## config.mk

```make
export PLATFORM = sky130hd
export DESIGN_NAME = ifetch_master
export DESIGN_NICKNAME = d
export VERILOG_FILES = /design/src/rtl/ifm_pkg.sv /design/src/rtl/ifm_issue.sv /design/src/rtl/ifm_track.sv /design/src/rtl/ifm_lane.sv /design/src/rtl/ifetch_master.sv
export SDC_FILE = /design/constraint.sdc
export NUM_CORES = 1
export LEC_CHECK = 0
export ABC_AREA = 1
export BUFFER_PORTS_ARGS = -buffer_cell sky130_fd_sc_hd__buf_4
export CAP_MARGIN = 25
export CORE_UTILIZATION = 41
export DETAILED_ROUTE_END_ITERATION = 10
export GPL_ROUTABILITY_DRIVEN = 0
export MAX_ROUTING_LAYER = met4
export PLACE_DENSITY = 0.75
export SYNTH_ARGS = -nofsm -noshare
export SYNTH_HDL_FRONTEND = slang
export SYNTH_SLANG_ARGS = --single-unit
```

## constraint.sdc

```tcl
create_clock -name clk -period 1.8 [get_ports clk]
set_input_delay 0.09 -clock clk [delete_from_list [all_inputs] [get_ports clk]]
set_output_delay 0.09 -clock clk [all_outputs]
set_load 0.005 [all_outputs]
```

## src/rtl/ifm_pkg.sv

```systemverilog
// Shared widths and types for the instruction fetch master.
// Assumes a 64-bit read bus made of two 32-bit lanes.
package ifm_pkg;
    localparam int LANE_W = 32;
    localparam int BUS_W  = 2 * LANE_W;
    localparam int MAX_OPEN = 2;

    typedef logic [LANE_W-1:0] word_t;
    typedef logic [BUS_W-1:0]  beat_t;
endpackage

```

## src/rtl/ifm_issue.sv

```systemverilog
// Request issue stage. Latches a cache miss into a bus request and holds it
// until the slave accepts. Because the request register drops after an
// accept, there is always at least one idle cycle between requests.
// Assumes slot_free already reflects accepts and retires from earlier cycles.
module ifm_issue #(
    parameter int AW = 30
) (
    input  logic          clk,
    input  logic          rst_n,
    input  logic          miss_valid,
    input  logic [AW-1:0] miss_addr,
    input  logic          miss_cancel,
    input  logic          slot_free,
    input  logic          addr_ack,
    output logic          miss_ready,
    output logic          bus_req,
    output logic [AW-1:0] bus_addr,
    output logic          bus_abort,
    output logic          alloc
);
    logic          req_q;
    logic [AW-1:0] addr_q;

    // Take a miss only while idle and a tracking slot is available
    always_comb miss_ready = !req_q && slot_free;

    // Request register: set on a taken miss, cleared on accept
    always_ff @(posedge clk) begin
        if (!rst_n) begin
            req_q  <= 1'b0;
            addr_q <= '0;
        end else if (req_q && addr_ack) begin
            req_q  <= 1'b0;
        end else if (miss_valid && miss_ready) begin
            req_q  <= 1'b1;
            addr_q <= miss_addr;
        end
    end

    // Bus-facing outputs and slot allocation on a non-aborted accept
    always_comb begin
        bus_req   = req_q;
        bus_addr  = addr_q;
        bus_abort = req_q && miss_cancel;
        alloc     = req_q && addr_ack && !miss_cancel;
    end


    req_hold_chk: assert property (@(posedge clk) disable iff (!rst_n)
        (bus_req && !addr_ack) |=> (bus_req && $stable(bus_addr)));

    req_gap_chk: assert property (@(posedge clk) disable iff (!rst_n)
        (bus_req && addr_ack) |=> !bus_req);
endmodule

```

## src/rtl/ifm_track.sv

```systemverilog
// Open-request tracker. Holds up to two accepted requests in issue order,
// each with the slave width seen at accept time. It counts data beats
// against the oldest request and retires that request on its last beat.
// Assumes the slave returns requests strictly in order.
module ifm_track #(
    parameter int LINE_WORDS = 8
) (
    input  logic clk,
    input  logic rst_n,
    input  logic alloc,
    input  logic alloc_wide,
    input  logic rd_ack,
    output logic head_vld,
    output logic head_wide,
    output logic slot_free,
    output logic retire
);
    localparam int DEPTH        = ifm_pkg::MAX_OPEN;
    localparam int NARROW_BEATS = LINE_WORDS;
    localparam int WIDE_BEATS   = LINE_WORDS / 2;
    localparam int BCW          = $clog2(NARROW_BEATS);
    localparam int CW           = $clog2(DEPTH + 1);
    localparam int PW           = $clog2(DEPTH);

    logic [DEPTH-1:0] wide_q;
    logic [PW-1:0]    wr_ptr, rd_ptr;
    logic [CW-1:0]    cnt;
    logic [BCW-1:0]   beat_q;
    logic             take, last_beat;

    // Width bit per slot, written on allocation
    for (genvar i = 0; i < DEPTH; i++) begin : g_slot
        always_ff @(posedge clk) begin
            if (!rst_n)
                wide_q[i] <= 1'b0;
            else if (alloc && wr_ptr == PW'(i))
                wide_q[i] <= alloc_wide;
        end
    end

    // Head status, beat acceptance and the last-beat decision
    always_comb begin
        head_vld  = cnt != '0;
        head_wide = wide_q[rd_ptr];
        slot_free = cnt < CW'(DEPTH);
        take      = rd_ack && head_vld;
        last_beat = head_wide ? (beat_q == BCW'(WIDE_BEATS - 1))
                              : (beat_q == BCW'(NARROW_BEATS - 1));
        retire    = take && last_beat;
    end

    // Pointers, occupancy and the beat counter of the head request
    always_ff @(posedge clk) begin
        if (!rst_n) begin
            wr_ptr <= '0;
            rd_ptr <= '0;
            cnt    <= '0;
            beat_q <= '0;
        end else begin
            if (alloc)  wr_ptr <= wr_ptr + 1'b1;
            if (retire) rd_ptr <= rd_ptr + 1'b1;
            cnt <= cnt + CW'(alloc) - CW'(retire);
            if (retire)    beat_q <= '0;
            else if (take) beat_q <= beat_q + 1'b1;
        end
    end


    open_limit_chk: assert property (@(posedge clk) disable iff (!rst_n)
        cnt <= CW'(DEPTH));

    no_alloc_full_chk: assert property (@(posedge clk) disable iff (!rst_n)
        !(alloc && !slot_free && !retire));

    beat_range_chk: assert property (@(posedge clk) disable iff (!rst_n)
        (head_vld && head_wide) |-> (beat_q < BCW'(WIDE_BEATS)));
endmodule

```

## src/rtl/ifm_lane.sv

```systemverilog
// Lane steering. Turns one bus beat into one or two cache words with line
// indices. The output is registered, so words appear one cycle after the beat.
// Assumes the upper lane (bits 63:32) carries the even word.
module ifm_lane #(
    parameter int IW = 3
) (
    input  logic                 clk,
    input  logic                 rst_n,
    input  logic                 take,
    input  logic                 wide,
    input  ifm_pkg::beat_t       rd_data,
    input  logic [IW-1:0]        rd_word,
    output logic [1:0]           out_vld,
    output ifm_pkg::word_t       out_data0,
    output ifm_pkg::word_t       out_data1,
    output logic [IW-1:0]        out_idx0,
    output logic [IW-1:0]        out_idx1
);
    localparam int LW = ifm_pkg::LANE_W;

    ifm_pkg::word_t up_w, lo_w;

    // Split the beat into its two lanes
    always_comb begin
        up_w = rd_data[2*LW-1:LW];
        lo_w = rd_data[LW-1:0];
    end

    // Register the selected words and their indices
    always_ff @(posedge clk) begin
        if (!rst_n) begin
            out_vld   <= 2'b00;
            out_data0 <= '0;
            out_data1 <= '0;
            out_idx0  <= '0;
            out_idx1  <= '0;
        end else begin
            out_vld   <= take ? {wide, 1'b1} : 2'b00;
            out_data0 <= (!wide && rd_word[0]) ? lo_w : up_w;
            out_data1 <= lo_w;
            out_idx0  <= wide ? {rd_word[IW-1:1], 1'b0} : rd_word;
            out_idx1  <= {rd_word[IW-1:1], 1'b1};
        end
    end


    lane_pair_chk: assert property (@(posedge clk) disable iff (!rst_n)
        out_vld != 2'b10);

    narrow_idx_chk: assert property (@(posedge clk) disable iff (!rst_n)
        (take && !wide) |=> (out_idx0 == $past(rd_word)));
endmodule

```

## src/rtl/ifetch_master.sv

```systemverilog
// Instruction fetch request master: issue, in-order tracking of up to two
// open requests, and per-request lane steering of returned beats.
// Assumes LINE_WORDS is a power of two, at least 4, with 3-bit word indices
// at the default size.
module ifetch_master #(
    parameter int AW         = 30,
    parameter int LINE_WORDS = 8,
    localparam int IW        = $clog2(LINE_WORDS)
) (
    input  logic          clk,
    input  logic          rst_n,
    input  logic          miss_valid,
    input  logic [AW-1:0] miss_addr,
    input  logic          miss_cancel,
    output logic          miss_ready,
    output logic          bus_req,
    output logic [AW-1:0] bus_addr,
    output logic          bus_abort,
    input  logic          bus_addr_ack,
    input  logic          bus_wide,
    input  logic          bus_rd_ack,
    input  logic [63:0]   bus_rd_data,
    input  logic [IW-1:0] bus_rd_word,
    output logic [1:0]    out_vld,
    output logic [31:0]   out_data0,
    output logic [31:0]   out_data1,
    output logic [IW-1:0] out_idx0,
    output logic [IW-1:0] out_idx1
);
    logic alloc, slot_free, head_vld, head_wide, retire;

    ifm_issue #(.AW(AW)) u_issue (
        .clk(clk), .rst_n(rst_n),
        .miss_valid(miss_valid), .miss_addr(miss_addr),
        .miss_cancel(miss_cancel), .slot_free(slot_free),
        .addr_ack(bus_addr_ack), .miss_ready(miss_ready),
        .bus_req(bus_req), .bus_addr(bus_addr),
        .bus_abort(bus_abort), .alloc(alloc)
    );

    ifm_track #(.LINE_WORDS(LINE_WORDS)) u_track (
        .clk(clk), .rst_n(rst_n),
        .alloc(alloc), .alloc_wide(bus_wide), .rd_ack(bus_rd_ack),
        .head_vld(head_vld), .head_wide(head_wide),
        .slot_free(slot_free), .retire(retire)
    );

    ifm_lane #(.IW(IW)) u_lane (
        .clk(clk), .rst_n(rst_n),
        .take(bus_rd_ack && head_vld), .wide(head_wide),
        .rd_data(bus_rd_data), .rd_word(bus_rd_word),
        .out_vld(out_vld), .out_data0(out_data0), .out_data1(out_data1),
        .out_idx0(out_idx0), .out_idx1(out_idx1)
    );


    third_wait_chk: assert property (@(posedge clk) disable iff (!rst_n)
        (!slot_free && retire) |=> !bus_req);

    stray_beat_chk: assert property (@(posedge clk) disable iff (!rst_n)
        (bus_rd_ack && !head_vld) |=> (out_vld == 2'b00));
endmodule

```

# Word-level counts from Yosys, hierarchy flattened
# Cells that the tools add are included.
word_totals:
  rom_bits: 0
  n_memories: 0
  wordCells: 53
  regBits: 112
  latchBits: 0
  input_bits: 104
  mem_bits_rw: 0
  output_inout_bits: 105
classes:
  addsub: 5
  n_div: 0
  shifts: 0
  mul: 0
  n_reduce_logical: 19
  eq_ne: 2
  n_lt_le_gt_ge: 2
  muxes: 6
  bitwise_logic: 3
ops:
  columns: ["cell", "count"]
  rows:
  - ["two-way mux 32 bit", 1]
  - ["logical AND 1 bit", 10]
  - ["OR reduction 2 bit", 3]
  - ["two-way mux 1 bit", 5]
  - ["AND reduction 2 bit", 2]
  - ["adder 3 x 1 -> 3 bit, second input constant", 1]
  - ["equality test 3 x 2 -> 1 bit, second input constant", 1]
  - ["equality test 3 bit, second input constant", 1]
  - ["logical NOT 1 bit", 3]
  - ["NOT 1 bit", 3]
  - ["adder 1 bit, second input constant", 2]
  - ["adder 2 x 1 -> 2 bit", 1]
  - ["less-than comparator 1 x 2 -> 1 bit, second input constant", 1]
  - ["less-than comparator 2 bit, second input constant", 1]
  - ["nonzero test 2 bit", 1]
  - ["subtractor 2 x 1 -> 2 bit", 1]

# Depth between registers and ports, before layout
# Gate-level depths: netlist of the first run.
logic_depth:
  ltp_word: 5
  depth_mapped: 12

# By module
# A second synthesis of the first run with hierarchy kept.
unflattened:
  cells_unflattened: 588
  area_unflattened_um2: 4229.1
by_module_without_submodules:
  columns: ["mod", "n_inst", "area_each_um2", "cells_each", "seq_area_each_um2"]
  rows:
  - ["ifm_lane", 1, 2463.6, 326, 1401.3]
  - ["ifm_issue", 1, 1303.8, 200, 620.6]
  - ["ifm_track", 1, 454.2, 60, 180.2]
  - ["ifetch_master", 1, 7.5, 2, 0.0]

# Worst setup path after synthesis of the first run
# OpenSTA, ideal clock, no wires.
synth_path:
  path_kind: "reg2reg"
  startpoint: "register u_track.cnt[0]"
  endpoint: "register u_track.cnt[1]"
  required_time_ps: 1679
  t_arrival_ps: 1517
  setup_time_ps: 121
  setup_slack_ps: 162
  period_less_slack_ps: 1638
  path_stages_with_launch: 11
  cell_sequence: "dfxtp_1 > o21ai_4 > nor2_1 > nand2_1 > inv_1 > ha_1 > inv_1 > ha_1 > xnor2_1 > o21ai_0 > a21oi_1"
synth_between:
  elab_chain_cells: 4
  elab_cells_between_ends: 5
synth_rtl:
  columns: ["element", "line", "rtl"]
  rows:
  - ["start: declaration", "ifm_track.sv:27", "logic [CW-1:0] cnt;"]
  - ["start signal: assignment", "ifm_track.sv:62", "cnt <= cnt + CW'(alloc) - CW'(retire);"]
  - ["nonzero test 2 bit", "ifm_track.sv:43", "head_vld = cnt != '0;"]
  - ["logical AND 1 bit", "ifm_track.sv:46", "take = rd_ack && head_vld;"]
  - ["logical AND 1 bit", "ifm_track.sv:49", "retire = take && last_beat;"]
  - ["net retire", "ifetch_master.sv:30", "logic alloc, slot_free, head_vld, head_wide, retire;"]
  - ["subtractor 2 x 1 -> 2 bit", "ifm_track.sv:62", null]
# The timed path passes the listed nets, and every way through them passes these cells.
# A chain may end at the register's enable or synchronous reset.

# Final worst setup path of the first run
layout_path:
  startpoint: "register u_track.beat_q[0]"
  endpoint: "register u_track.cnt[1]"
layout_between:
  elab_chain_cells: 4
  elab_cells_between_ends: 5
layout_rtl:
  columns: ["element", "line", "rtl"]
  rows:
  - ["start: declaration", "ifm_track.sv:28", "logic [BCW-1:0] beat_q;"]
  - ["start signal: assignment", "ifm_track.sv:64", "else if (take) beat_q <= beat_q + 1'b1;"]
  - ["equality test 3 bit or equality test 3 x 2 -> 1 bit (tied branches)", "ifm_track.sv:48, ifm_track.sv:47", null]
  - ["two-way mux 1 bit (*)", "ifm_track.sv:47", "last_beat = head_wide ? (beat_q == BCW'(WIDE_BEATS - 1))"]
  - ["logical AND 1 bit (*)", "ifm_track.sv:49", null]
  - ["net retire", "ifetch_master.sv:30", null]
  - ["subtractor 2 x 1 -> 2 bit (*)", "ifm_track.sv:62", null]
# The timed path passes the listed nets; every way through them passes the cells marked *.

==> impl_metrics.prom, run 1 <==
# TYPE chip_impl_metric gauge
chip_impl_info{name="run_status",value="finished with violations"} 1
chip_impl_info{name="failed_checks",value="design-rule violations"} 1
chip_impl_metric{name="pwr-share-comb",unit="%"} 18.6
chip_impl_metric{name="rr_worst_depth",unit=""} 11
chip_impl_metric{name="grt_util_met3",unit="%"} 4.868
chip_impl_metric{name="worst-r2r-setup-slack",unit="ns"} 0.13
chip_impl_info{name="rr_endpoint",value="u_track.cnt[1]"} 1
chip_impl_metric{name="dieHeight",unit="µm"} 98.16
chip_impl_metric{name="cp.depth",unit=""} 11
chip_impl_metric{name="die-area",unit="µm²"} 9635
chip_impl_info{name="synth_area_leader_cell",value="dfxtp_1"} 1
chip_impl_metric{name="timing.critical_path.fanout_max",unit=""} 4
chip_impl_metric{name="synth_seq_cells",unit=""} 110
chip_impl_metric{name="fin_worst_skew",unit="ns"} 0.01585
chip_impl_metric{name="tightest_slew",unit="ns"} 0.6991
chip_impl_metric{name="report.final.hold_viol_count",unit=""} 0
chip_impl_metric{name="clkTransAtPathRegs",unit="ns"} 0.10
chip_impl_metric{name="met1_usage",unit="%"} 26.43
chip_impl_info{name="clock_tree_from_tritoncts",value="yes"} 1
chip_impl_info{name="mostFrequentLayoutCell",value="buf_4"} 1
chip_impl_metric{name="cp.buffers_inverters",unit=""} 3
chip_impl_metric{name="total_number_of_nets_in_the_final_design",unit=""} 855
chip_impl_info{name="crit_path_end_kind",value="register"} 1
chip_impl_metric{name="first_global_vias",unit=""} 4159
chip_impl_metric{name="cts_buffer_depth",unit=""} 2
chip_impl_metric{name="synth-warning-count",unit=""} 0
chip_impl_metric{name="numPortBuffers",unit=""} 208
chip_impl_metric{name="switching_share",unit="%"} 25.48
chip_impl_metric{name="floorplan.initialDensity",unit="%"} 42.85
chip_impl_metric{name="report.final.setup_viol",unit=""} 0
chip_impl_metric{name="synth_sequential_area_ratio",unit="%"} 58.09
chip_impl_metric{name="cts.htree.levels",unit=""} 3
chip_impl_metric{name="detail_route.iter0.violations",unit=""} 133
chip_impl_info{name="grt-busiest-layer",value="met2"} 1
chip_impl_metric{name="avgRoutedWirePerCell",unit="µm"} 15.02
chip_impl_metric{name="final-max-slew-violation-count",unit=""} 0
chip_impl_metric{name="clock_sinks",unit=""} 110
chip_impl_metric{name="placement_rows",unit=""} 34
chip_impl_metric{name="power_density",unit="nW/µm²"} 812.3
chip_impl_metric{name="power_share_of_the_sequential_group",unit="%"} 50.1
chip_impl_metric{name="synth_nets",unit=""} 565
chip_impl_metric{name="p_total",unit="µW"} 5326
chip_impl_metric{name="drt_pass1_iterations",unit=""} 8
chip_impl_metric{name="synthToLayoutAreaGrowth",unit="%"} 72.94
chip_impl_metric{name="design.core.area",unit="µm²"} 8848
chip_impl_metric{name="grtUsageTotal",unit="%"} 26.85
chip_impl_metric{name="leakage",unit="µW"} 0.003327
chip_impl_metric{name="die_width",unit="µm"} 98.16
chip_impl_metric{name="route.antenna.remaining_nets",unit=""} 0
chip_impl_info{name="layout.cells.most_common_list",value="buf_4, dfxtp_1, dlygate4sd3_1, nand2_1, nor2_1"} 1
chip_impl_metric{name="post-dp-hpwl",unit="mm"} 7.511
chip_impl_info{name="cpLargestDelayFamily",value="adder cells"} 1
chip_impl_metric{name="intPower",unit="µW"} 3969
chip_impl_metric{name="worst_skew_pair.late_latency",unit="ns"} 0.37
chip_impl_info{name="min_path_type",value="in -> reg"} 1
chip_impl_metric{name="yosysUniqueCellTypes",unit=""} 23
chip_impl_metric{name="avgViaCountPerCell",unit=""} 4.816
chip_impl_metric{name="syn_avg_cell_area",unit="µm²"} 8.278
chip_impl_metric{name="setup_tns",unit="ns"} 0
chip_impl_metric{name="postLayoutCoreUtil",unit="%"} 74.10
chip_impl_info{name="netlist_top_cells_area",value="dfxtp_1, nand2_1, nor2_1"} 1
chip_impl_metric{name="globalRouteOverflowTotal",unit=""} 0
chip_impl_metric{name="cts-buffers-inserted",unit=""} 9
chip_impl_metric{name="p_sw",unit="µW"} 1357
chip_impl_metric{name="drc",unit=""} 15
chip_impl_metric{name="mappedNetlistArea",unit="µm²"} 3791
chip_impl_metric{name="share_clk_of_total_power",unit="%"} 31.3
chip_impl_info{name="worst-setup-path-type",value="reg -> reg"} 1
chip_impl_metric{name="n_antenna_cell",unit=""} 0
chip_impl_info{name="unrepaired_setup_endpoints_after_global_routing",value="no"} 1
chip_impl_metric{name="maxSlewHeadroom",unit="%"} 53.33
chip_impl_metric{name="timing.max_cap.violations",unit=""} 0
chip_impl_metric{name="cp.required",unit="ns"} 2.10
chip_impl_info{name="crit_slowest_cell",value="dfxtp_2"} 1
chip_impl_info{name="cp_cell_sequence",value="ha_1 > inv_2 > nor2_4 > nand2_2 > inv_1 > ha_1 > inv_2 > ha_4 > xnor2_2 > o21ai_1 > a21oi_1"} 1
chip_impl_metric{name="first_pass_grt_wire_length",unit="mm"} 19.70
chip_impl_metric{name="drive_gt1_share",unit="%"} 33.07
chip_impl_metric{name="gr-usage-met2",unit="%"} 49.46
chip_impl_info{name="critical_path.startpoint_type",value="register"} 1
chip_impl_metric{name="synth_cells",unit=""} 458
chip_impl_info{name="timing.rr.start",value="u_track.beat_q[0]"} 1
chip_impl_metric{name="via_count",unit=""} 4147
chip_impl_info{name="hold_path_startpoint",value="bus_wide"} 1
chip_impl_metric{name="final_period_minus_worst_setup_slack",unit="ns"} 1.674
chip_impl_metric{name="grt_antenna_before_repair",unit=""} 0
chip_impl_metric{name="cp.arrival",unit="ns"} 1.97
chip_impl_metric{name="max_stage_delay",unit="ns"} 0.33
chip_impl_metric{name="maximum_operating_frequency",unit="MHz"} 597.4
chip_impl_metric{name="routed_wl",unit="mm"} 12.93
chip_impl_metric{name="grt_max_degree",unit=""} 73
chip_impl_metric{name="timing.hold.worst_path_depth",unit=""} 3
chip_impl_metric{name="floorplan.io_pins",unit=""} 209
chip_impl_metric{name="vdd_ir_drop_max",unit="mV"} 0.5950
chip_impl_info{name="cts_root_buffer",value="clkbuf_8"} 1
chip_impl_metric{name="yosys.area.top_type_share",unit="%"} 58.09
chip_impl_metric{name="fin_crit_sh",unit="%"} 93.00
chip_impl_info{name="holdPathEnd",value="u_track.wide_q[0]"} 1
metrics by stage:
step	instances	worst slack [ns]	area, µm²	hold slack [ns]
finish	861	0.1260	6556	0.01923
global route	861	0.01219	6556	0.01053
CTS	861	0.01735	6528	0.004324
detailed placement	750	0.005066	5341	0.2759
global placement	750	0.1070	5341	0.2768
floorplan	458	0.1620	3791	0.1177
synthesized netlist by cell type:
library cell,number
nand3_1,34
nand2_4,2
inv_2,3
nor2_2,1
nor2_1,67
xor2_1,1
clkbuf_1,9
inv_1,46
o21ai_0,35
nand2_2,1
dfxtp_1,110
nor3_1,1
o21ai_4,1
nand2_1,83
a21oi_1,39
buf_2,3
xnor2_1,1
buf_1,2
buf_4,6
ha_1,3
clkbuf_2,3
or2_2,1
buf_6,6
routing by layer:
layer / part of all wire [%] / wire length (µm)
met5: 0 / 0
met4: 4.2 / 546
met3: 6.4 / 833
met2: 53 / 6859
met1: 36 / 4690
power by group through the flow:
stage,clock (µW),combinational [µW],sequential [µW]
after floorplan,0,300,2730
after global placement,0,773,2710
after detailed placement,0,789,2720
after CTS,1710,961,2660
after global routing,1790,1070,2680
final,1670,989,2670
repair_timing:
action	CTS	global route
gates resized for setup	3	11
gates cloned	0	0
hold buffers	95	0
endpoints found under the hold margin	95	0
pin swaps	1	1
setup endpoints to repair	1	1
setup buffers	0	0
registers in the layout, summed over array words and instances (netlist names):
register	count
u_track.cnt	2
u_issue.bus_req	1
u_lane.out_idx0	3
u_issue.bus_addr	30
u_track.wide_q	2
u_track.wr_ptr	1
u_lane.out_idx1	1
u_lane.out_data0	32
u_lane.out_data1	32
u_track.beat_q	3
u_lane.out_vld	2
u_track.rd_ptr	1
worst min-delay path: cells and delay by family:
family	cells	cell delay (ns)
compound gates	2	0.17
buf+inv	1	0.08
worst max-delay path by stage:
stage / startpoint / to / slack, ns
global route: u_track.rd_ptr / u_track.cnt[1] / 0.01
CTS: u_track.rd_ptr / u_track.cnt[1] / 0.02
finish: u_track.beat_q[0] / u_track.cnt[1] / 0.13
floorplan: u_track.cnt[0] / u_track.cnt[1] / 0.16
global placement: u_track.beat_q[0] / u_track.cnt[1] / 0.11
detailed placement: u_track.wide_q[1] / u_track.cnt[1] / 0.005
cell type report:
class / count / area [µm²]
multi-input cells: 270 / 1254
clock buffers: 9 / 123.9
repair buffers: 308 / 2550
fillers: 597 / 2292
flip-flops and latches: 110 / 2206
clock inverters: 7 / 103.9
inverters: 49 / 183.9
well taps: 108 / 135.1
kinds of logic (layout without fill, tap and decap cells):
logic type	Yosys count	count (layout)	share of synthesized area (%)
xor+xnor	2	2	0.4621
fa+ha+maj	3	3	0.9902
compound gates	75	75	10.20
simple gates	190	190	20.56
flops	110	110	58.09
buf+inv	78	373	9.703
Note: power is estimated with default switching activity, not from simulation.
==> run 2: changes to the inputs <==
Settings changed: ABC_AREA 1 to 0, CORE_UTILIZATION 41 to 25, PLACE_DENSITY 0.75 to default.
==> run 2 against run 1 <==
Effect of this change: the run ends with negative setup slack left; total power grew 3.2%; worst setup slack lost 0.14 ns; clock power increased by 23%; register-to-register slack worse by 0.14 ns; synthesized cell count fell by 7.9%; sequential power shrank 1%; fmax decreased by 7.8%; routed wire length is 3.8% lower; largest power group unchanged.
==> impl_metrics.prom, run 2 <==
# TYPE chip_impl_metric gauge
chip_impl_info{name="rr_endpoint",value="u_track.cnt[1]"} 1
chip_impl_info{name="crit_path_end_kind",value="register"} 1
chip_impl_info{name="holdPathEnd",value="u_issue.bus_addr[10]"} 1
chip_impl_metric{name="globalRouteOverflowTotal",unit=""} 0
chip_impl_metric{name="cp.required",unit="ns"} 2.07
chip_impl_metric{name="maxSlewHeadroom",unit="%"} 74.84
chip_impl_metric{name="synthToLayoutAreaGrowth",unit="%"} 71.34
chip_impl_info{name="hold_path_startpoint",value="miss_addr[10]"} 1
chip_impl_metric{name="setup_tns",unit="ns"} -0.01572
chip_impl_metric{name="die_width",unit="µm"} 125.8
chip_impl_metric{name="n_antenna_cell",unit=""} 0
chip_impl_metric{name="synth_sequential_area_ratio",unit="%"} 57.46
chip_impl_metric{name="first_pass_grt_wire_length",unit="mm"} 19.20
chip_impl_metric{name="final_period_minus_worst_setup_slack",unit="ns"} 1.816
chip_impl_metric{name="final_cell_count_no_fill",unit=""} 875
chip_impl_metric{name="grtUsageTotal",unit="%"} 15.94
chip_impl_info{name="synth_area_leader_cell",value="dfxtp_1"} 1
chip_impl_metric{name="synth_cells",unit=""} 422
chip_impl_metric{name="placement_rows",unit=""} 44
chip_impl_metric{name="post-dp-hpwl",unit="mm"} 8.253
chip_impl_metric{name="seqCellArea",unit="µm²"} 2203
chip_impl_metric{name="cp.arrival",unit="ns"} 2.09
chip_impl_metric{name="maximum_operating_frequency",unit="MHz"} 550.7
chip_impl_metric{name="numPortBuffers",unit=""} 208
chip_impl_metric{name="detail_route.iter0.violations",unit=""} 121
chip_impl_metric{name="report.final.setup_viol",unit=""} 1
chip_impl_metric{name="mappedNetlistArea",unit="µm²"} 3832
chip_impl_metric{name="fin_crit_sh",unit="%"} 100.9
chip_impl_metric{name="floorplan.initialDensity",unit="%"} 25.98
chip_impl_metric{name="timing.max_cap.violations",unit=""} 0
chip_impl_metric{name="grt_antenna_before_repair",unit=""} 0
chip_impl_metric{name="postLayoutCoreUtil",unit="%"} 44.50
chip_impl_metric{name="fin_area",unit="µm²"} 6566
chip_impl_metric{name="drive_gt1_share",unit="%"} 35.89
chip_impl_info{name="netlist_top_cells_area",value="dfxtp_1, a21oi_1, nand2_1"} 1
chip_impl_info{name="unrepaired_setup_endpoints_after_global_routing",value="yes"} 1
chip_impl_metric{name="place_inst",unit=""} 796
chip_impl_metric{name="rr_worst_depth",unit=""} 9
chip_impl_metric{name="syn_avg_cell_area",unit="µm²"} 9.082
chip_impl_metric{name="final-max-slew-violation-count",unit=""} 0
chip_impl_metric{name="drc",unit=""} 0
chip_impl_metric{name="route.antenna.remaining_nets",unit=""} 0
chip_impl_metric{name="cts_buffer_depth",unit=""} 2
chip_impl_metric{name="clkTransAtPathRegs",unit="ns"} 0.07
chip_impl_metric{name="yosys.area.top_type_share",unit="%"} 57.46
chip_impl_metric{name="cts-buffers-inserted",unit=""} 9
chip_impl_metric{name="design.core.area",unit="µm²"} 14750
chip_impl_metric{name="leakage",unit="µW"} 0.002968
chip_impl_metric{name="tightest_slew",unit="ns"} 0.3775
chip_impl_metric{name="first_global_vias",unit=""} 4042
chip_impl_info{name="critical_path.startpoint_type",value="register"} 1
chip_impl_metric{name="timing.final.ws_setup",unit="ns"} -0.01572
chip_impl_info{name="synth.most_common_cell",value="dfxtp_1"} 1
chip_impl_metric{name="synth-async-reset-ratio",unit="%"} 0
chip_impl_metric{name="worst-r2r-setup-slack",unit="ns"} -0.02
chip_impl_metric{name="fin_worst_skew",unit="ns"} 0.007471
chip_impl_metric{name="pre_cts_ws",unit="ns"} -0.02829
chip_impl_metric{name="placement.cell_area",unit="µm²"} 5613
chip_impl_metric{name="vdd_ir_drop_max",unit="mV"} 0.3844
chip_impl_metric{name="timing.hold.worst_path_depth",unit=""} 3
chip_impl_info{name="min_path_type",value="in -> reg"} 1
chip_impl_metric{name="grt_max_degree",unit=""} 37
chip_impl_metric{name="power_density",unit="nW/µm²"} 837.3
chip_impl_info{name="mostFrequentLayoutCell",value="buf_4"} 1
chip_impl_metric{name="multi_input_comb_area",unit="µm²"} 1475
chip_impl_metric{name="cts.htree.levels",unit=""} 3
chip_impl_info{name="synth_top_cells_by_count",value="dfxtp_1, nand2_1, a21oi_1"} 1
chip_impl_metric{name="dieHeight",unit="µm"} 125.8
chip_impl_metric{name="avgRoutedWirePerCell",unit="µm"} 14.21
chip_impl_metric{name="number_of_synthesized_flops_with_an_enable_pin",unit=""} 0
chip_impl_metric{name="fillerInstances",unit=""} 1415
chip_impl_info{name="clock_tree_from_tritoncts",value="yes"} 1
chip_impl_metric{name="clock_sinks",unit=""} 110
chip_impl_info{name="failed_checks",value="negative setup slack"} 1
chip_impl_metric{name="via_count",unit=""} 3930
chip_impl_metric{name="avgViaCountPerCell",unit=""} 4.491
chip_impl_info{name="timing.rr.start",value="u_track.rd_ptr"} 1
chip_impl_info{name="synthFlopType",value="dfxtp_1"} 1
chip_impl_info{name="worst-setup-path-type",value="reg -> reg"} 1
chip_impl_metric{name="floorplan.io_pins",unit=""} 209
chip_impl_metric{name="worst_skew_pair.late_latency",unit="ns"} 0.34
chip_impl_metric{name="yosysUniqueCellTypes",unit=""} 36
chip_impl_metric{name="synth-warning-count",unit=""} 0
chip_impl_metric{name="report.final.hold_viol_count",unit=""} 0
chip_impl_info{name="run_status",value="finished with violations"} 1
chip_impl_info{name="layout.cells.most_common_list",value="buf_4, dfxtp_1, nand2_1, a21oi_1, dlygate4sd3_1"} 1
chip_impl_metric{name="die-area",unit="µm²"} 15830
chip_impl_metric{name="synth_seq_cells",unit=""} 110
chip_impl_metric{name="routed_wl",unit="mm"} 12.43
chip_impl_metric{name="timing.critical_path.fanout_max",unit=""} 2
chip_impl_metric{name="synth_nets",unit=""} 529
chip_impl_metric{name="postCtsSetupRepairBufs",unit=""} 0
chip_impl_metric{name="drt_pass1_iterations",unit=""} 4
chip_impl_metric{name="total_number_of_nets_in_the_final_design",unit=""} 794
chip_impl_info{name="cts_root_buffer",value="clkbuf_16"} 1
run 2: changes by cell type after synthesis, moves of 4 or more:
| cell | before | now |
|---|---|---|
| nand2_1 | 83 | 65 |
| buf_2 | 3 | 10 |
| clkbuf_1 | 9 | 23 |
| nor2_1 | 67 | 7 |
| a21oi_1 | 39 | 64 |
| buf_6 | 6 | 1 |
| buf_4 | 6 | 2 |
| and2_1 | 0 | 38 |
| inv_1 | 46 | 3 |
run 2: report_power, final:
group	internal (µW)	total, µW	switching (µW)
logic	496	820	324
registers	2570	2630	55.1
clock network	1210	2050	842
run 2: how the worst max path moves through the flow:
stage	startpoint	slack, ns	depth (start not counted)	end
after floorplan	u_track.rd_ptr	-0.18	11	u_track.cnt[1]
after global placement	u_track.rd_ptr	0.04	9	u_track.cnt[1]
after detailed placement	u_track.rd_ptr	-0.03	9	u_track.cnt[1]
after CTS	u_track.rd_ptr	-0.04	9	u_track.cnt[1]
after global routing	u_track.rd_ptr	-0.10	9	u_track.cnt[1]
final	u_track.rd_ptr	-0.02	9	u_track.cnt[1]
run 2: cells by family after synthesis:
kind of cell,Yosys count,synth area share (%)
fa+ha+maj,3,0.9795
compound gates,104,14.10
simple gates,158,20.60
buf+inv,40,4.636
mux,5,1.763
flops,110,57.46
xor+xnor,2,0.4572
run 2: timing repair:
item	in CTS	in global routing
hold endpoints to repair	77	1
hold buffers	63	1
setup endpoints to repair	1	1
resized for setup	0	1
run 2: per-stage QoR:
| step | power [µW] | hold slack, ns |
|---|---|---|
| after detailed placement | 3390 | 0.3031 |
| after global routing | 5785 | 0.004288 |
| after floorplan | 2923 | 0.1177 |
| final | 5498 | 0.01808 |
| after CTS | 5575 | 0.001631 |
| after global placement | 3374 | 0.2991 |
run 2: critical path, stage by stage, from the launching register on:
cell and delay (ns):
dfxtp_2 0.34, mux2_4 0.32, xnor2_2 0.12, nor2_1 0.05, ha_1 0.28, inv_1 0.05
ha_2 0.17, xor2_2 0.14, and2_1 0.13, nor3_1 0.14
run 2: metal layers:
metal | part of all wire (%) | GRT usage (%)
met5 | 0 | -
met2 | 49 | 27.09
met3 | 5.6 | 4.121
met1 | 44 | 17.97
met4 | 1.9 | 6.024
run 2: layout make-up:
class	count	area share [%]
clock inverter	4	1.105
inverter	4	0.2287
timing repair buffer	290	35.59
multi-input combinational	272	22.47
clock buffer	11	3.544
sequential	110	33.56
tap	184	3.506
==> run 3: changes to the inputs <==
Settings changed: BUFFER_PORTS_ARGS -buffer_cell sky130_fd_sc_hd__buf_4 to -buffer_cell sky130_fd_sc_hd__buf_2, CORE_ASPECT_RATIO from default to 0.9, CORE_MARGIN from default to 4.
==> run 3 against run 2 <==
Effect of this change: the run now ends clean; global-route usage shrank 1.1 points; cell area fell by 3.4%; clock power decreased by 6%; non-clock buffer count rose by 27; sequential power about the same; critical path depth unchanged; combinational power down 9.5%; routed wire length grew 3.0%; fmax rose by 1.6%; die area is 9.8% higher; largest cell class is now registers.
==> impl_metrics.prom, run 3 (synthesized netlist as in run 2, its figures left out) <==
# TYPE chip_impl_metric gauge
chip_impl_metric{name="report.final.hold_viol_count",unit=""} 0
chip_impl_metric{name="synthToLayoutAreaGrowth",unit="%"} 65.56
chip_impl_info{name="min_path_type",value="in -> reg"} 1
chip_impl_metric{name="share_clk_of_total_power",unit="%"} 36.5
chip_impl_metric{name="avgViaCountPerCell",unit=""} 4.423
chip_impl_metric{name="p_sw",unit="µW"} 1338
chip_impl_metric{name="vdd_ir_drop_max",unit="mV"} 0.4626
chip_impl_metric{name="tightest_slew",unit="ns"} 0.3884
chip_impl_metric{name="clkTransAtPathRegs",unit="ns"} 0.07
chip_impl_metric{name="cp.arrival",unit="ns"} 2.06
chip_impl_metric{name="maxSlewHeadroom",unit="%"} 74.11
chip_impl_metric{name="power_share_of_the_sequential_group",unit="%"} 49.4
chip_impl_metric{name="first_pass_grt_wire_length",unit="mm"} 20.51
chip_impl_info{name="worst-setup-path-type",value="reg -> reg"} 1
chip_impl_metric{name="total_number_of_nets_in_the_final_design",unit=""} 821
chip_impl_metric{name="fillerInstances",unit=""} 1444
chip_impl_metric{name="floorplan.io_pins",unit=""} 209
chip_impl_metric{name="grt_antenna_before_repair",unit=""} 0
chip_impl_metric{name="p_total",unit="µW"} 5287
chip_impl_metric{name="pwr-share-comb",unit="%"} 14.0
chip_impl_metric{name="avgRoutedWirePerCell",unit="µm"} 13.96
chip_impl_metric{name="drt_pass1_iterations",unit=""} 4
chip_impl_info{name="timing.rr.start",value="u_track.rd_ptr"} 1
chip_impl_metric{name="worst-r2r-setup-slack",unit="ns"} 0.01
chip_impl_metric{name="detail_route.iter0.violations",unit=""} 145
chip_impl_metric{name="final-max-slew-violation-count",unit=""} 0
chip_impl_info{name="critical_path.startpoint_type",value="register"} 1
chip_impl_metric{name="intPower",unit="µW"} 3948
chip_impl_metric{name="fin_worst_skew",unit="ns"} 0.007651
chip_impl_metric{name="place_inst",unit=""} 808
chip_impl_metric{name="numPortBuffers",unit=""} 208
chip_impl_metric{name="first_global_vias",unit=""} 4120
chip_impl_info{name="launching_instance_or_port_of_the_critical_path",value="u_track.rd_ptr"} 1
chip_impl_info{name="layout.cells.most_common_list",value="buf_2, dfxtp_1, dlygate4sd3_1, nand2_1, a21oi_1"} 1
chip_impl_metric{name="hold_ws",unit="ns"} 0.03056
chip_impl_metric{name="post-dp-hpwl",unit="mm"} 8.199
chip_impl_metric{name="cts.htree.levels",unit=""} 3
chip_impl_metric{name="timing.max_cap.violations",unit=""} 0
chip_impl_metric{name="final_period_minus_worst_setup_slack",unit="ns"} 1.788
chip_impl_info{name="crit_end",value="u_track.cnt[1]"} 1
chip_impl_metric{name="fin_crit_sh",unit="%"} 99.31
chip_impl_metric{name="placement_rows",unit=""} 42
chip_impl_info{name="crit_path_end_kind",value="register"} 1
chip_impl_metric{name="max_stage_delay",unit="ns"} 0.34
chip_impl_metric{name="worst_skew_pair.late_latency",unit="ns"} 0.35
chip_impl_metric{name="final_cell_count_no_fill",unit=""} 917
chip_impl_info{name="run_status",value="completed"} 1
chip_impl_metric{name="n_antenna_cell",unit=""} 0
chip_impl_metric{name="globalRouteOverflowTotal",unit=""} 0
chip_impl_metric{name="die-area",unit="µm²"} 17380
chip_impl_metric{name="cp.required",unit="ns"} 2.08
chip_impl_metric{name="leakage",unit="µW"} 0.002964
chip_impl_metric{name="timing.final.ws_setup",unit="ns"} 0.01237
chip_impl_info{name="cts_root_buffer",value="clkbuf_16"} 1
chip_impl_info{name="crit_slowest_cell",value="dfxtp_2"} 1
chip_impl_metric{name="maximum_operating_frequency",unit="MHz"} 559.4
chip_impl_info{name="cp_cell_sequence",value="mux2_4 > xnor2_2 > nor2_1 > ha_1 > inv_1 > ha_2 > xor2_1 > and2_1 > nor3_2"} 1
chip_impl_metric{name="grt_max_degree",unit=""} 69
chip_impl_metric{name="switching_share",unit="%"} 25.31
chip_impl_metric{name="via_count",unit=""} 4056
chip_impl_metric{name="die_width",unit="µm"} 138.5
chip_impl_metric{name="routed_wl",unit="mm"} 12.80
chip_impl_metric{name="drive_gt1_share",unit="%"} 34.63
chip_impl_metric{name="cts-buffers-inserted",unit=""} 9
chip_impl_metric{name="grtUsageTotal",unit="%"} 14.88
chip_impl_info{name="unrepaired_setup_endpoints_after_global_routing",value="yes"} 1
chip_impl_metric{name="power_density",unit="nW/µm²"} 833.2
chip_impl_metric{name="rr_worst_depth",unit=""} 9
chip_impl_info{name="mostFrequentLayoutCell",value="buf_2"} 1
chip_impl_metric{name="floorplan.initialDensity",unit="%"} 25.77
chip_impl_metric{name="cts_buffer_depth",unit=""} 2
chip_impl_metric{name="pre_cts_ws",unit="ns"} 0.009434
chip_impl_info{name="rr_endpoint",value="u_track.cnt[1]"} 1
chip_impl_metric{name="report.final.setup_viol",unit=""} 0
chip_impl_info{name="clock_tree_from_tritoncts",value="yes"} 1
chip_impl_metric{name="clock_sinks",unit=""} 110
chip_impl_metric{name="postLayoutCoreUtil",unit="%"} 42.66
chip_impl_metric{name="dieHeight",unit="µm"} 125.5
chip_impl_metric{name="drc",unit=""} 0
chip_impl_metric{name="route.antenna.remaining_nets",unit=""} 0
chip_impl_metric{name="design.core.area",unit="µm²"} 14870
chip_impl_metric{name="timing.critical_path.fanout_max",unit=""} 2
==> run 3: repair_timing <==
item	4_1_cts	5_1_grt
resized for setup	0	1
hold buffers	93	0
pin swaps	1	2
buffers inserted	0	0
hold endpoints to repair	96	0
setup endpoints to repair	1	1
==> run 3: final cells by class <==
class | instances | area [µm²] | share of cell area (%)
repair buffers | 317 | 2117 | 33.37
clock buffers | 9 | 225.2 | 3.550
inverters | 4 | 15.01 | 0.2366
multi-input cells | 272 | 1473 | 23.21
flip-flops and latches | 110 | 2203 | 34.73
clock inverters | 7 | 63.81 | 1.006
well taps | 198 | 247.7 | 3.905
==> run 3: power groups by stage <==
stage | Clock, µW | Sequential [µW] | Combinational [µW]
3_3_place_gp | 0 | 2670 | 580
4_1_cts | 2020 | 2610 | 740
6_report | 1930 | 2610 | 742
5_1_grt | 2100 | 2630 | 821
2_1_floorplan | 0 | 2690 | 233
3_5_place_dp | 0 | 2670 | 583
==> run 3: critical path: cells and delay by family (launching register included) <==
family,cells,cell delay (ns)
xor+xnor,2,0.27
fa+ha+maj,2,0.43
buf+inv,1,0.04
flops,1,0.34
mux,1,0.31
simple gates,3,0.33
==> run 3: how the worst min path moves through the flow <==
stage	start	endpoint	cells after the start
after floorplan	rst_n	u_lane.out_idx1[0]	0
after global placement	bus_rd_word[2]	u_lane.out_idx0[2]	2
after detailed placement	bus_rd_word[2]	u_lane.out_idx0[2]	2
after CTS	bus_rd_data[55]	u_lane.out_data0[23]	3
after global routing	bus_rd_data[33]	u_lane.out_data0[1]	3
final	bus_rd_data[45]	u_lane.out_data0[13]	3
==> run 3: per-stage QoR <==
stage	setup TNS (ns)	instance area, µm²
6_report	0	6345
5_1_grt	-0.1185	6345
4_1_cts	0	6340
3_5_place_dp	0	5120
3_3_place_gp	0	5120
2_1_floorplan	-0.2515	3850
==> run 3: layer usage <==
metal | vias up | global-route usage, % | wire [µm]
met5 | - | - | 0
met4 | 0 | 6.043 | 391
met3 | 34 | 4.735 | 941
met2 | 161 | 24.66 | 6292
met1 | 1869 | 16.70 | 5175
li1 | 1992 | - | -
